--- config.mk ---
export PLATFORM = sky130hd
export DESIGN_NAME = ser_frame_tx
export DESIGN_NICKNAME = d
export VERILOG_FILES = /design/src/rtl/ser_tx_pkg.sv /design/src/rtl/ser_tx_rate_div.sv /design/src/rtl/ser_tx_hold.sv /design/src/rtl/ser_tx_shifter.sv /design/src/rtl/ser_frame_tx.sv
export SDC_FILE = /design/constraint.sdc
export NUM_CORES = 1
export LEC_CHECK = 0
export ABC_AREA = 1
export BUFFER_PORTS_ARGS = -buffer_cell sky130_fd_sc_hd__clkbuf_2
export CORE_MARGIN = 8
export CORE_UTILIZATION = 50
export DETAILED_ROUTE_END_ITERATION = 12
export PLACE_DENSITY_LB_ADDON = 0.1
export SYNTH_ARGS = -nofsm -noshare
export SYNTH_HDL_FRONTEND = slang
export SYNTH_SLANG_ARGS = --single-unit
--- constraint.sdc ---
create_clock -name clk -period 1.8 [get_ports clk]
set_input_delay 0.09 -clock clk [delete_from_list [all_inputs] [get_ports clk]]
set_output_delay 0.09 -clock clk [all_outputs]
set_load 0.005 [all_outputs]
--- src/rtl/ser_tx_pkg.sv ---
// Shared definitions for the serial frame transmitter.
// Assumes one start bit, one parity bit and one stop bit per frame.
package ser_tx_pkg;

    // Operating mode of the transmit control, decoded every cycle.
    typedef enum logic [1:0] {
        MODE_IDLE  = 2'd0,
        MODE_LOAD  = 2'd1,
        MODE_SHIFT = 2'd2
    } tx_mode_e;

    // Number of marker ones placed above the data byte at load time.
    localparam int unsigned MARK_BITS = 2;

endpackage

--- src/rtl/ser_tx_rate_div.sv ---
// Divides the oversampling enable down to one bit tick per bit period.
// Assumes os_en is a single-cycle qualifier. The phase runs freely from reset.
module ser_tx_rate_div #(
    parameter int unsigned OVERSAMPLE = 16
) (
    input  logic clk,
    input  logic rst_n,
    input  logic os_en,
    output logic bit_tick
);
    localparam int unsigned CW = (OVERSAMPLE > 1) ? $clog2(OVERSAMPLE) : 1;
    localparam logic [CW-1:0] LAST = CW'(OVERSAMPLE - 1);

    logic [CW-1:0] phase;

    // Count enable pulses and wrap after the last one of a bit period.
    always_ff @(posedge clk) begin
        if (!rst_n) begin
            phase <= '0;
        end else if (os_en) begin
            phase <= (phase == LAST) ? '0 : phase + 1'b1;
        end
    end

    assign bit_tick = os_en && (phase == LAST);
endmodule

--- src/rtl/ser_tx_hold.sv ---
// One-entry holding register between the parallel writer and the shifter.
// Assumes take is only asserted while full, so take and an accepted write never coincide.
module ser_tx_hold #(
    parameter int unsigned DATA_W = 8
) (
    input  logic              clk,
    input  logic              rst_n,
    input  logic              wr_en,
    input  logic [DATA_W-1:0] wr_data,
    input  logic              take,
    output logic              full,
    output logic [DATA_W-1:0] held
);
    // Capture a byte when empty; free the entry when the shifter takes it.
    always_ff @(posedge clk) begin
        if (!rst_n) begin
            full <= 1'b0;
            held <= '0;
        end else if (take) begin
            full <= 1'b0;
        end else if (wr_en && !full) begin
            full <= 1'b1;
            held <= wr_data;
        end
    end
endmodule

--- src/rtl/ser_tx_shifter.sv ---
// Transmit shift register with marker fill, plus the parity latch.
// Loads {marker ones, byte} and shifts right with zero fill. The slots are read from the contents:
// only both marker ones left = parity slot, one left = stop slot, all zero = idle.
// Assumes advance is only asserted while a frame is in progress.
module ser_tx_shifter
    import ser_tx_pkg::*;
#(
    parameter int unsigned DATA_W = 8
) (
    input  logic              clk,
    input  logic              rst_n,
    input  logic              load,
    input  logic              advance,
    input  logic [DATA_W-1:0] load_data,
    input  logic              odd_sel,
    output logic              data_bit,
    output logic              parity_slot,
    output logic              stop_slot,
    output logic              frame_idle,
    output logic              parity_bit
);
    localparam int unsigned SW = DATA_W + MARK_BITS;
    localparam logic [SW-1:0] PAR_MARK  = SW'(3);
    localparam logic [SW-1:0] STOP_MARK = SW'(1);

    logic [SW-1:0]     sr;
    logic [DATA_W-1:0] xor_chain;

    // XOR chain across the byte, built bit by bit.
    genvar gi;
    generate
        for (gi = 0; gi < DATA_W; gi++) begin : g_par
            if (gi == 0) begin : g_first
                assign xor_chain[gi] = load_data[gi];
            end else begin : g_rest
                assign xor_chain[gi] = xor_chain[gi-1] ^ load_data[gi];
            end
        end
    endgenerate

    // Load byte with markers and latch parity; shift right on each advance.
    always_ff @(posedge clk) begin
        if (!rst_n) begin
            sr         <= '0;
            parity_bit <= 1'b0;
        end else if (load) begin
            sr         <= {{MARK_BITS{1'b1}}, load_data};
            parity_bit <= xor_chain[DATA_W-1] ^ odd_sel;
        end else if (advance) begin
            sr <= {1'b0, sr[SW-1:1]};
        end
    end

    assign data_bit    = sr[0];
    assign parity_slot = (sr == PAR_MARK);
    assign stop_slot   = (sr == STOP_MARK);
    assign frame_idle  = (sr == '0);
endmodule

--- src/rtl/ser_frame_tx.sv ---
// Parity-framed asynchronous serial transmitter (top).
// Drives start, data LSB first, parity, stop on tx, one bit per bit tick.
// Assumes os_en arrives at 16x the bit rate from an external divider.
module ser_frame_tx
    import ser_tx_pkg::*;
#(
    parameter int unsigned DATA_W     = 8,
    parameter int unsigned OVERSAMPLE = 16
) (
    input  logic              clk,
    input  logic              rst_n,
    input  logic              os_en,
    input  logic [DATA_W-1:0] wr_data,
    input  logic              wr_en,
    input  logic              odd_par,
    output logic              tx,
    output logic              hold_empty
);
    logic              bit_tick;
    logic              hold_full;
    logic [DATA_W-1:0] held_byte;
    logic              data_bit;
    logic              parity_slot;
    logic              stop_slot;
    logic              frame_idle;
    logic              parity_bit;
    logic              load_go;
    logic              shift_go;
    tx_mode_e          mode;

    ser_tx_rate_div #(.OVERSAMPLE(OVERSAMPLE)) u_div (
        .clk      (clk),
        .rst_n    (rst_n),
        .os_en    (os_en),
        .bit_tick (bit_tick)
    );

    ser_tx_hold #(.DATA_W(DATA_W)) u_hold (
        .clk     (clk),
        .rst_n   (rst_n),
        .wr_en   (wr_en),
        .wr_data (wr_data),
        .take    (load_go),
        .full    (hold_full),
        .held    (held_byte)
    );

    ser_tx_shifter #(.DATA_W(DATA_W)) u_shift (
        .clk         (clk),
        .rst_n       (rst_n),
        .load        (load_go),
        .advance     (shift_go),
        .load_data   (held_byte),
        .odd_sel     (odd_par),
        .data_bit    (data_bit),
        .parity_slot (parity_slot),
        .stop_slot   (stop_slot),
        .frame_idle  (frame_idle),
        .parity_bit  (parity_bit)
    );

    // Decode the operating mode from shifter contents and latch state.
    always_comb begin
        if (!frame_idle)     mode = MODE_SHIFT;
        else if (hold_full)  mode = MODE_LOAD;
        else                 mode = MODE_IDLE;
    end

    assign load_go  = bit_tick && (mode == MODE_LOAD);
    assign shift_go = bit_tick && (mode == MODE_SHIFT);

    // Register the line level: stop, then parity, then data, on each bit tick.
    always_ff @(posedge clk) begin
        if (!rst_n) begin
            tx <= 1'b1;
        end else if (bit_tick) begin
            unique case (mode)
                MODE_LOAD:  tx <= 1'b0;
                MODE_SHIFT: begin
                    if (stop_slot)        tx <= 1'b1;
                    else if (parity_slot) tx <= parity_bit;
                    else                  tx <= data_bit;
                end
                default:    tx <= 1'b1;
            endcase
        end
    end

    assign hold_empty = !hold_full;
endmodule

**Yosys cells after proc, flatten, opt, wreduce, memory -nomap -nowiden**

Cells that the tools add are included.

- Latch bits: 0
- Memories: 0
- Flip-flop bits (word level): 25
- Input port bits: 13
- Output and inout port bits: 2
- Logic and storage cells: 39
- Bits in read-only memories: 0
- RAM bits: 0

- Mux-type cells: 8
- Shift-type cells: 0
- Divide/modulo/power cells: 0
- Multipliers: 0
- Add/sub/neg operators: 1
- Reduce and logical (&&, ||, !) cells: 9
- Eq/ne operators: 5
- $lt $le $gt $ge: 0
- Bitwise logic cells: 10

Operator list:

| cell | count |
|---|---|
| 10-bit two-way mux | 2 |
| 10-bit by 1-bit == test with 1-bit output, second input constant | 1 |
| 10-bit by 2-bit == test with 1-bit output, second input constant | 1 |
| 10-bit zero test | 1 |
| 1-bit XOR | 8 |
| 4-bit by 1-bit adder with 4-bit output, second input constant | 1 |
| 4-bit == test, second input constant | 1 |
| 1-bit logical AND | 4 |
| 4-bit two-way mux | 1 |
| 1-bit two-way mux | 3 |
| 2-bit by 1-bit == test with 1-bit output, second input constant | 1 |
| 2-bit == test, second input constant | 1 |
| 2-bit two-way mux | 1 |
| 1-bit inverter | 2 |
| 1-bit case mux with 2 select lines | 1 |
| 2-bit AND reduction | 1 |
| 2-bit nonzero test | 1 |
| 2-bit OR reduction | 1 |
| 1-bit zero test | 1 |

**Logic depth before layout (Yosys ltp)**

Gate-level depths: netlist of run 1.

- Word-level depth: 8
- Gate-level depth with buffers: 11
- Depth with buffers taken out: 11

**Hierarchy**

From an unflattened synthesis of run 1, not the netlist that was laid out.

- Cell total of the unflattened synthesis: 193
- Area total of the unflattened synthesis: 1335.0 µm²

By module, submodules not included:

| module | cells each | area each (µm²) | seq. area each (µm²) | times used |
|---|---|---|---|---|
| ser_tx_shifter | 96 | 639.4 | 220.2 | 1 |
| ser_tx_hold | 55 | 389.1 | 180.2 | 1 |
| ser_tx_rate_div | 27 | 227.7 | 80.1 | 1 |
| ser_frame_tx | 15 | 78.8 | 20.0 | 1 |

**Worst setup path after synthesis of run 1**

Ideal clock, no wire load.

- Kind: register -> register
- From: reg u_div.phase[0]
- To: reg u_shift.sr[9]
- Library setup time: 0.116 ns
- Stages on the path, launching flop included: 7
- Required time: 1.684 ns
- Buffers on the path: 1
- Period minus slack after synthesis: 1.467 ns
- Arrival time: 1.351 ns
- Path slack: 0.333 ns
- Path through: dfxtp_1 ha_1 nand2_1 nor3b_4 o21ai_4 buf_6 and3_2

- Word-level cells in the longest chain between the ends: 4
- Elaborated cells on any way between the ends: 6
- Classes of those cells: 1 x eq/ne; 1 x mux; 4 x reduce/logical

RTL lines:

| element | RTL line | text |
|---|---|---|
| from (decl) | ser_tx_rate_div.sv:14 | `logic [CW-1:0] phase;` |
| from (signal assigned) | ser_tx_rate_div.sv:21 | `phase <= (phase == LAST) ? '0 : phase + 1'b1;` |
| 4-bit == test * | ser_tx_rate_div.sv:25 | `assign bit_tick = os_en && (phase == LAST);` |
| 1-bit logical AND * | ser_tx_rate_div.sv:25 |  |
| 1-bit logical AND, on equally long branches | ser_frame_tx.sv:69, ser_frame_tx.sv:70 |  |
| 10-bit two-way mux or 2-bit nonzero test (tied branches) | n/a |  |
| to (signal assigned) | ser_tx_shifter.sv:47 | `sr <= {{MARK_BITS{1'b1}}, load_data};` |
| to (signal assigned) | ser_tx_shifter.sv:50 | `sr <= {1'b0, sr[SW-1:1]};` |
| to (decl) | ser_tx_shifter.sv:26 | `logic [SW-1:0] sr;` |

Mark *: on every way between the ends. The rest lies on a longest branch, timed or not.
A chain may end at the register's enable or synchronous reset.

**Final worst setup path of run 1**

- From: reg u_div.phase[0]
- To: reg tx

- Word-level cells in the longest chain between the ends: 2

RTL lines:

| element | RTL line | text |
|---|---|---|
| 4-bit == test | ser_tx_rate_div.sv:25 |  |
| 1-bit logical AND | ser_tx_rate_div.sv:25 |  |
| to (signal assigned) | ser_frame_tx.sv:81 | `else if (parity_slot) tx <= parity_bit;` |
| to (signal assigned) | ser_frame_tx.sv:82 | `else tx <= data_bit;` |
| to (decl) | ser_frame_tx.sv:16 | `output logic tx,` |

No other way between the ends.

==> results of run 1 <==
logic make-up (layout without fill, tap and decap cells):
kind of cell | Yosys count | in the layout | share of synthesized area [%]
xor+xnor | 2 | 2 | 1.38
fa+ha+maj | 1 | 1 | 0.984
simple gates | 95 | 95 | 32.5
buf+inv | 35 | 48 | 11.3
flops | 25 | 25 | 39.4
compound gates | 34 | 34 | 14.5
cell type report:
type	count	area, sq um
fill	245	1080
tap	30	37.5
multi-input combinational	132	632
timing repair buffer	14	70.1
sequential	25	500
clock buffer	4	26.3
inverter	30	113
layout by cell type (no fill, tap or decap):
cell type  count
nand2_1       57
inv_1         29
dfxtp_1       25
a21oi_1       19
nor2_1        15
nand3_1       15
clkbuf_2      14
o21ai_0       12
clkbuf_4       3
inv_2          1
nor3b_4        1
nand3_2        1
o21ai_4        1
nand2_2        1
nand2_4        1
nand3b_1       1
nand4_1        1
a211oi_1       1
xnor2_1        1
xor2_1         1
and3_2         1
nor3_1         1
o21ai_1        1
ha_1           1
clkbuf_1       1
worst min-delay path: stages:
cell and delay (ns):
clkbuf_2 0.07, o21ai_0 0.07, a21oi_1 0.10
state kept, by name (all words and copies together) (netlist names):
register and cells:
tx 1, u_div.phase 4, u_hold.full 1, u_hold.held 8
u_shift.parity_bit 1, u_shift.sr 10
what timing repair did:
item	4_1_cts	5_1_grt
resized for setup	0	1
setup endpoints to repair	0	11
setup buffers	0	0
per-layer routing:
| metal | vias up | part of all wire (%) | GRT usage [%] |
|---|---|---|---|
| met5 | - | 0 | 0 |
| met4 | 0 | 1.3 | 4.80 |
| met3 | 5 | 1.6 | 2.03 |
| met2 | 16 | 48 | 22.3 |
| met1 | 535 | 49 | 15.6 |
| li1 | 629 | - | - |
through the flow:
stage | power, W | std cells | hold slack (ns)
after floorplan | 0.000691 | 192 | 0.244
after global placement | 0.000724 | 231 | 0.367
after detailed placement | 0.000729 | 231 | 0.384
after CTS | 0.000979 | 235 | 0.0472
after global routing | 0.00102 | 235 | 0.0735
final | 0.000963 | 235 | 0.0535
final timing paths:
path	to	slack [ns]	cells past startpoint
worst min register to register	u_hold.held[4]	0.50	2
worst max register to register	tx	0.09	8
worst min-delay path	u_hold.held[1]	0.05	3
worst max-delay path	tx	0.09	8
report_power, final:
part	switching (W)	internal, W
clock network	0.000159	0.0000865
logic	0.0000805	0.0000479
registers	0.0000137	0.000575
total	0.000254	0.000709
==> flow_metrics.py, run 1 <==
metrics = {
    "finish": {
        "nets": 220,
        "final_layout_size_suffix_gt1_share_pct": 11.7,
        "utilization_pct": 56.2,
        "area_delta_synth_final_pct": 8.46,
        "diodes": 0,
        "finalInstanceArea_sq_um": 1380,
    },
    "power": {
        "p_leak_nw": 0.756,
        "power.density_nw_per_um2": 698,
        "vdd_drop_max_v": 0.000470,
    },
    "yosys": {
        "synth_warnings": 0,
        "synth_seq_area_share_pct": 39.4,
        "synthTopCellsByArea": "dfxtp_1, nand2_1, inv_1, a21oi_1, nand3_1",
        "synth_cell_types": 25,
        "synth_area_sq_um": 1270,
        "yosysTopAreaCell": "dfxtp_1",
        "async_reset_ff_share_pct": 0,
        "synth_edf_count": 0,
        "yosys-top-cells-count": "nand2_1, inv_1, dfxtp_1",
        "syn_avg_cell_area_sq_um": 6.62,
        "yosysMostFrequentCell": "nand2_1",
        "synth_top_area_share_pct": 39.4,
        "syn_inst": 192,
        "ys_ff_latch": 25,
        "synth_nets": 206,
        "synthFlopType": "dfxtp_1",
    },
    "critical_path": {
        "arrival_ns": 1.94,
        "regToRegStartpoint": "u_div.phase[0]",
        "critPathCaptureType": "flop",
        "path_buf_inv": 1,
        "critPathRequiredTime_ns": 2.03,
        "critical-path-top-delay-family": "simple AND/OR/NAND/NOR gates",
        "cpPeakStageDelay_ns": 0.38,
        "critPathSlowestCell": "dfxtp_1",
        "cp-start-kind": "flop",
        "path_cells": "ha_1 -> nand2_1 -> nor3b_4 -> nand2_2 -> nand2_4 -> nand3_1 -> o21ai_0 -> inv_1",
        "cp_max_fo": 10,
        "worstSetupStartpoint": "u_div.phase[0]",
        "crit_type": "flop to flop",
    },
    "routing": {
        "via_count": 1185,
        "viasPerCell": 5.04,
        "drt_iter0_drc": 72,
        "wl_per_cell_microns": 11.5,
        "routed_wl_microns": 2690,
        "drc": 0,
        "drtAntennaViolNets": 0,
        "drtPass1Iterations": 4,
    },
    "sta": {
        "maxSlewHeadroom_pct": 66.2,
        "hold_violations": 0,
        "setup_viol": 0,
        "grt_setup_unrepaired": "no",
        "worst_slack_ns": 0.0877,
        "fmax_ghz": 0.584,
        "worst_slew_pin_slew_ns": 0.505,
        "fin_skew_ns": 0.00541,
        "post-route-period-util_pct": 95.1,
        "drv_slew": 0,
        "fin_crit_ns": 1.71,
        "fin_tns_setup_ns": 0,
    },
    "placed_design": {
        "place_area_sq_um": 1350,
        "place_congestion": 0.815,
        "place_ws_ns": 0.106,
        "port_buffers": 14,
        "dp_hpwl_microns": 2000,
    },
    "clock_tree": {
        "clk_pin_slew_ns": 0.13,
        "cts_buffers": 3,
        "clock_latency_ns": 0.31,
        "cts_buffer_depth": 2,
        "clock-sinks": 25,
        "cts_hold_buffers": 0,
        "htree_num_levels": 1,
        "cts_tree": "yes",
        "clock-root-buffer": "clkbuf_4",
    },
    "floorplan": {
        "rows": 18,
        "die_y_microns": 66.4,
        "start_util_pct": 51.8,
        "io_pins": 15,
        "core-area_sq_um": 2450,
        "dieArea_sq_um": 4410,
        "die_x_microns": 66.4,
    },
    "hold_path": {
        "worstHoldStart": "wr_data[1]",
        "hp-class": "input port to flop",
    },
    "grt": {
        "antenna_found_initial": 0,
        "grt_pass1_vias": 1116,
        "groute.usage.overall_pct": 12.9,
        "grt_pass1_wl_microns": 4600,
        "grt-ovfl-total": 0,
        "grt_max_degree": 23,
    },
    "outcome": {
        "status": "complete, no violations",
    },
    "flow_run": {
        "cap_violations": 0,
    },
}
Note: power is estimated with default switching activity, not from simulation.
==> run 2, diff against run 1 <==
- ABC_AREA: 1 -> 0
==> run 2 against run 1 <==
- the flow now finishes with violations (setup timing)
- routed wire length up 3.8%
- first-iteration DRC count fell by 21%
- critical path type unchanged
- highest routed layer unchanged
- synthesized cell count decreased by 34%
- critical path depth fell by 3
- largest power group unchanged
- final cell count down 24%
- sequential power hardly changed
- core utilization rose by 9.2 points
==> flow_metrics.py, run 2 <==
metrics = {
    "yosys": {
        "synth_top_family_by_area": "simple AND/OR/NAND/NOR gates",
        "yosys.area_share.simple_pct": 23.9,
        "ys_ff_latch": 25,
        "synth_top_area_share_pct": 41.9,
        "async_reset_ff_share_pct": 0,
        "synth_cell_types": 34,
        "synth_seq_area_share_pct": 41.9,
        "synthAdderAreaFrac_pct": 1.05,
        "syn_inst": 127,
        "synth_mux_area_share_pct": 7.55,
        "synthFlopType": "dfxtp_1",
        "syn_avg_cell_area_sq_um": 9.40,
        "synth-xor-area-share_pct": 7.76,
        "synth_warnings": 0,
        "yosysMostFrequentCell": "dfxtp_1",
        "synth_edf_count": 0,
        "synth-compound-area-share_pct": 13.5,
        "synthTopCellsByArea": "dfxtp_1, mux2i_1, nor2b_1, o32ai_1, xnor2_1",
        "synth_area_sq_um": 1190,
        "synth_nets": 141,
        "yosys-top-cells-count": "dfxtp_1, nor2_1, nand2_1",
        "yosysTopAreaCell": "dfxtp_1",
    },
    "clock_tree": {
        "cts_buffer_depth": 2,
        "cts_hold_buffers": 0,
        "clk_pin_slew_ns": 0.14,
        "htree_num_levels": 1,
        "clock_latency_ns": 0.33,
        "clock-sinks": 25,
        "clock-root-buffer": "clkbuf_4",
        "cts_buffers": 3,
        "cts_tree": "yes",
    },
    "sta": {
        "fin_skew_ns": 0.0174,
        "worst_slew_pin_slew_ns": 0.294,
        "hold_violations": 0,
        "fmax_ghz": 0.538,
        "grt_setup_unrepaired": "yes",
        "drv_slew": 0,
        "post-route-period-util_pct": 103,
        "fin_tns_setup_ns": -0.335,
        "worst_slack_ns": -0.0577,
        "setup_viol": 9,
        "maxSlewHeadroom_pct": 80.2,
        "fin_crit_ns": 1.86,
    },
    "critical_path": {
        "cp_max_fo": 5,
        "critPathRequiredTime_ns": 2.06,
        "critPathCaptureType": "flop",
        "crit_type": "flop to flop",
        "cp-start-kind": "flop",
        "arrival_ns": 2.12,
    },
    "hold_path": {
        "hp-class": "input port to flop",
    },
    "power": {
        "power.density_nw_per_um2": 659,
        "total_power_w": 0.000962,
        "vdd_drop_max_v": 0.000592,
        "p_leak_nw": 0.587,
    },
    "floorplan": {
        "dieArea_sq_um": 4210,
        "start_util_pct": 53.4,
        "rows": 17,
        "die_x_microns": 64.9,
        "die_y_microns": 64.9,
        "core-area_sq_um": 2230,
        "io_pins": 15,
    },
    "finish": {
        "mostFrequentLayoutCell": "dfxtp_1",
        "largest_reg_flops": 10,
        "area_delta_synth_final_pct": 22.3,
        "regMostFlops": "u_shift.sr",
        "diodes": 0,
        "final_cell_mix": "dfxtp_1, clkbuf_2, nor2_1, buf_4",
        "final_layout_size_suffix_gt1_share_pct": 35.3,
        "top_regs": "u_shift.sr: 10 flops, u_hold.held: 8 flops, u_div.phase: 4 flops",
        "nets": 165,
    },
    "routing": {
        "drtPass1Iterations": 4,
        "routed_wl_microns": 2800,
        "viasPerCell": 5.86,
        "drtAntennaViolNets": 0,
        "drc": 0,
        "wl_per_cell_microns": 15.7,
        "via_count": 1043,
        "drt_iter0_drc": 57,
    },
    "grt": {
        "groute.usage.overall_pct": 13.5,
        "grt-ovfl-total": 0,
        "antenna_found_initial": 0,
        "grt_pass1_vias": 1040,
        "grt_max_degree": 26,
        "grt_pass1_wl_microns": 4690,
    },
    "outcome": {
        "violations": "setup timing",
        "status": "finished with violations",
    },
    "flow_run": {
        "cap_violations": 0,
    },
    "placed_design": {
        "place_congestion": 0.802,
        "place_ws_ns": -0.0594,
        "port_buffers": 14,
        "dp_hpwl_microns": 1840,
    },
}
[run 2: metrics by stage]
stage                     hold slack (ns)  utilization, %  std cells  instance area [sq um]
final                             0.00496            65.4        178                   1460
after global placement              0.342            60.2        168                   1350
after detailed placement            0.356            60.2        168                   1350
after CTS                         0.00400            64.0        177                   1430
after floorplan                     0.242               -        127                   1230
after global routing              0.00694            65.4        178                   1460
[run 2: power breakdown]
group / switching (W) / internal [W] / total, W
registers: 0.0000188 / 0.000570 / 0.000589
logic: 0.0000531 / 0.0000686 / 0.000122
clock network: 0.000164 / 0.0000869 / 0.000251
total: 0.000236 / 0.000726 / 0.000962
[run 2: final cells by class]
class	instances	area, sq um
clock buffer	4	26.3
fill	199	773
inverter	2	7.51
multi-input combinational	92	714
sequential	25	505
tap	28	35.0
timing repair buffer	27	171
[run 2: path summary, 6_finish.rpt]
path | start | to | slack [ns] | cells after the start
max | u_shift.sr[2] | u_shift.sr[8] | -0.06 | 5
min | wr_en | u_hold.full | 0.005 | 3
max reg2reg | u_shift.sr[2] | u_shift.sr[8] | -0.06 | 5
min reg2reg | u_shift.sr[6] | u_shift.sr[6] | 0.51 | 2
[run 2: critical path, cell delays in order, from the launching register on]
cell,delay (ns)
dfxtp_1,0.33
or4_4,0.58
buf_4,0.17
or4_4,0.47
nand3b_1,0.12
o211a_1,0.15
[run 2: logic make-up (layout without fill, tap and decap cells)]
logic type | after synthesis | after routing
mux | 9 | 9
fa+ha+maj | 1 | 1
flops | 25 | 25
buf+inv | 11 | 33
compound gates | 22 | 22
simple gates | 50 | 51
xor+xnor | 9 | 9
[run 2: timing repair]
action / in CTS / in global routing
hold endpoints to repair: 0 / 0
gates cloned: 1 / 0
pin swaps: 3 / 2
setup buffers: 4 / 1
endpoints found under the setup margin: 9 / 10
resized for setup: 5 / 6
[run 2: layer usage]
| layer | up-vias | routed length (microns) | GRT usage, % |
|---|---|---|---|
| li1 | 509 | - | - |
| met1 | 486 | 1220 | 15.2 |
| met2 | 42 | 1330 | 22.7 |
| met3 | 6 | 210 | 6.19 |
| met4 | 0 | 35 | 3.54 |
| met5 | - | 0 | 0 |
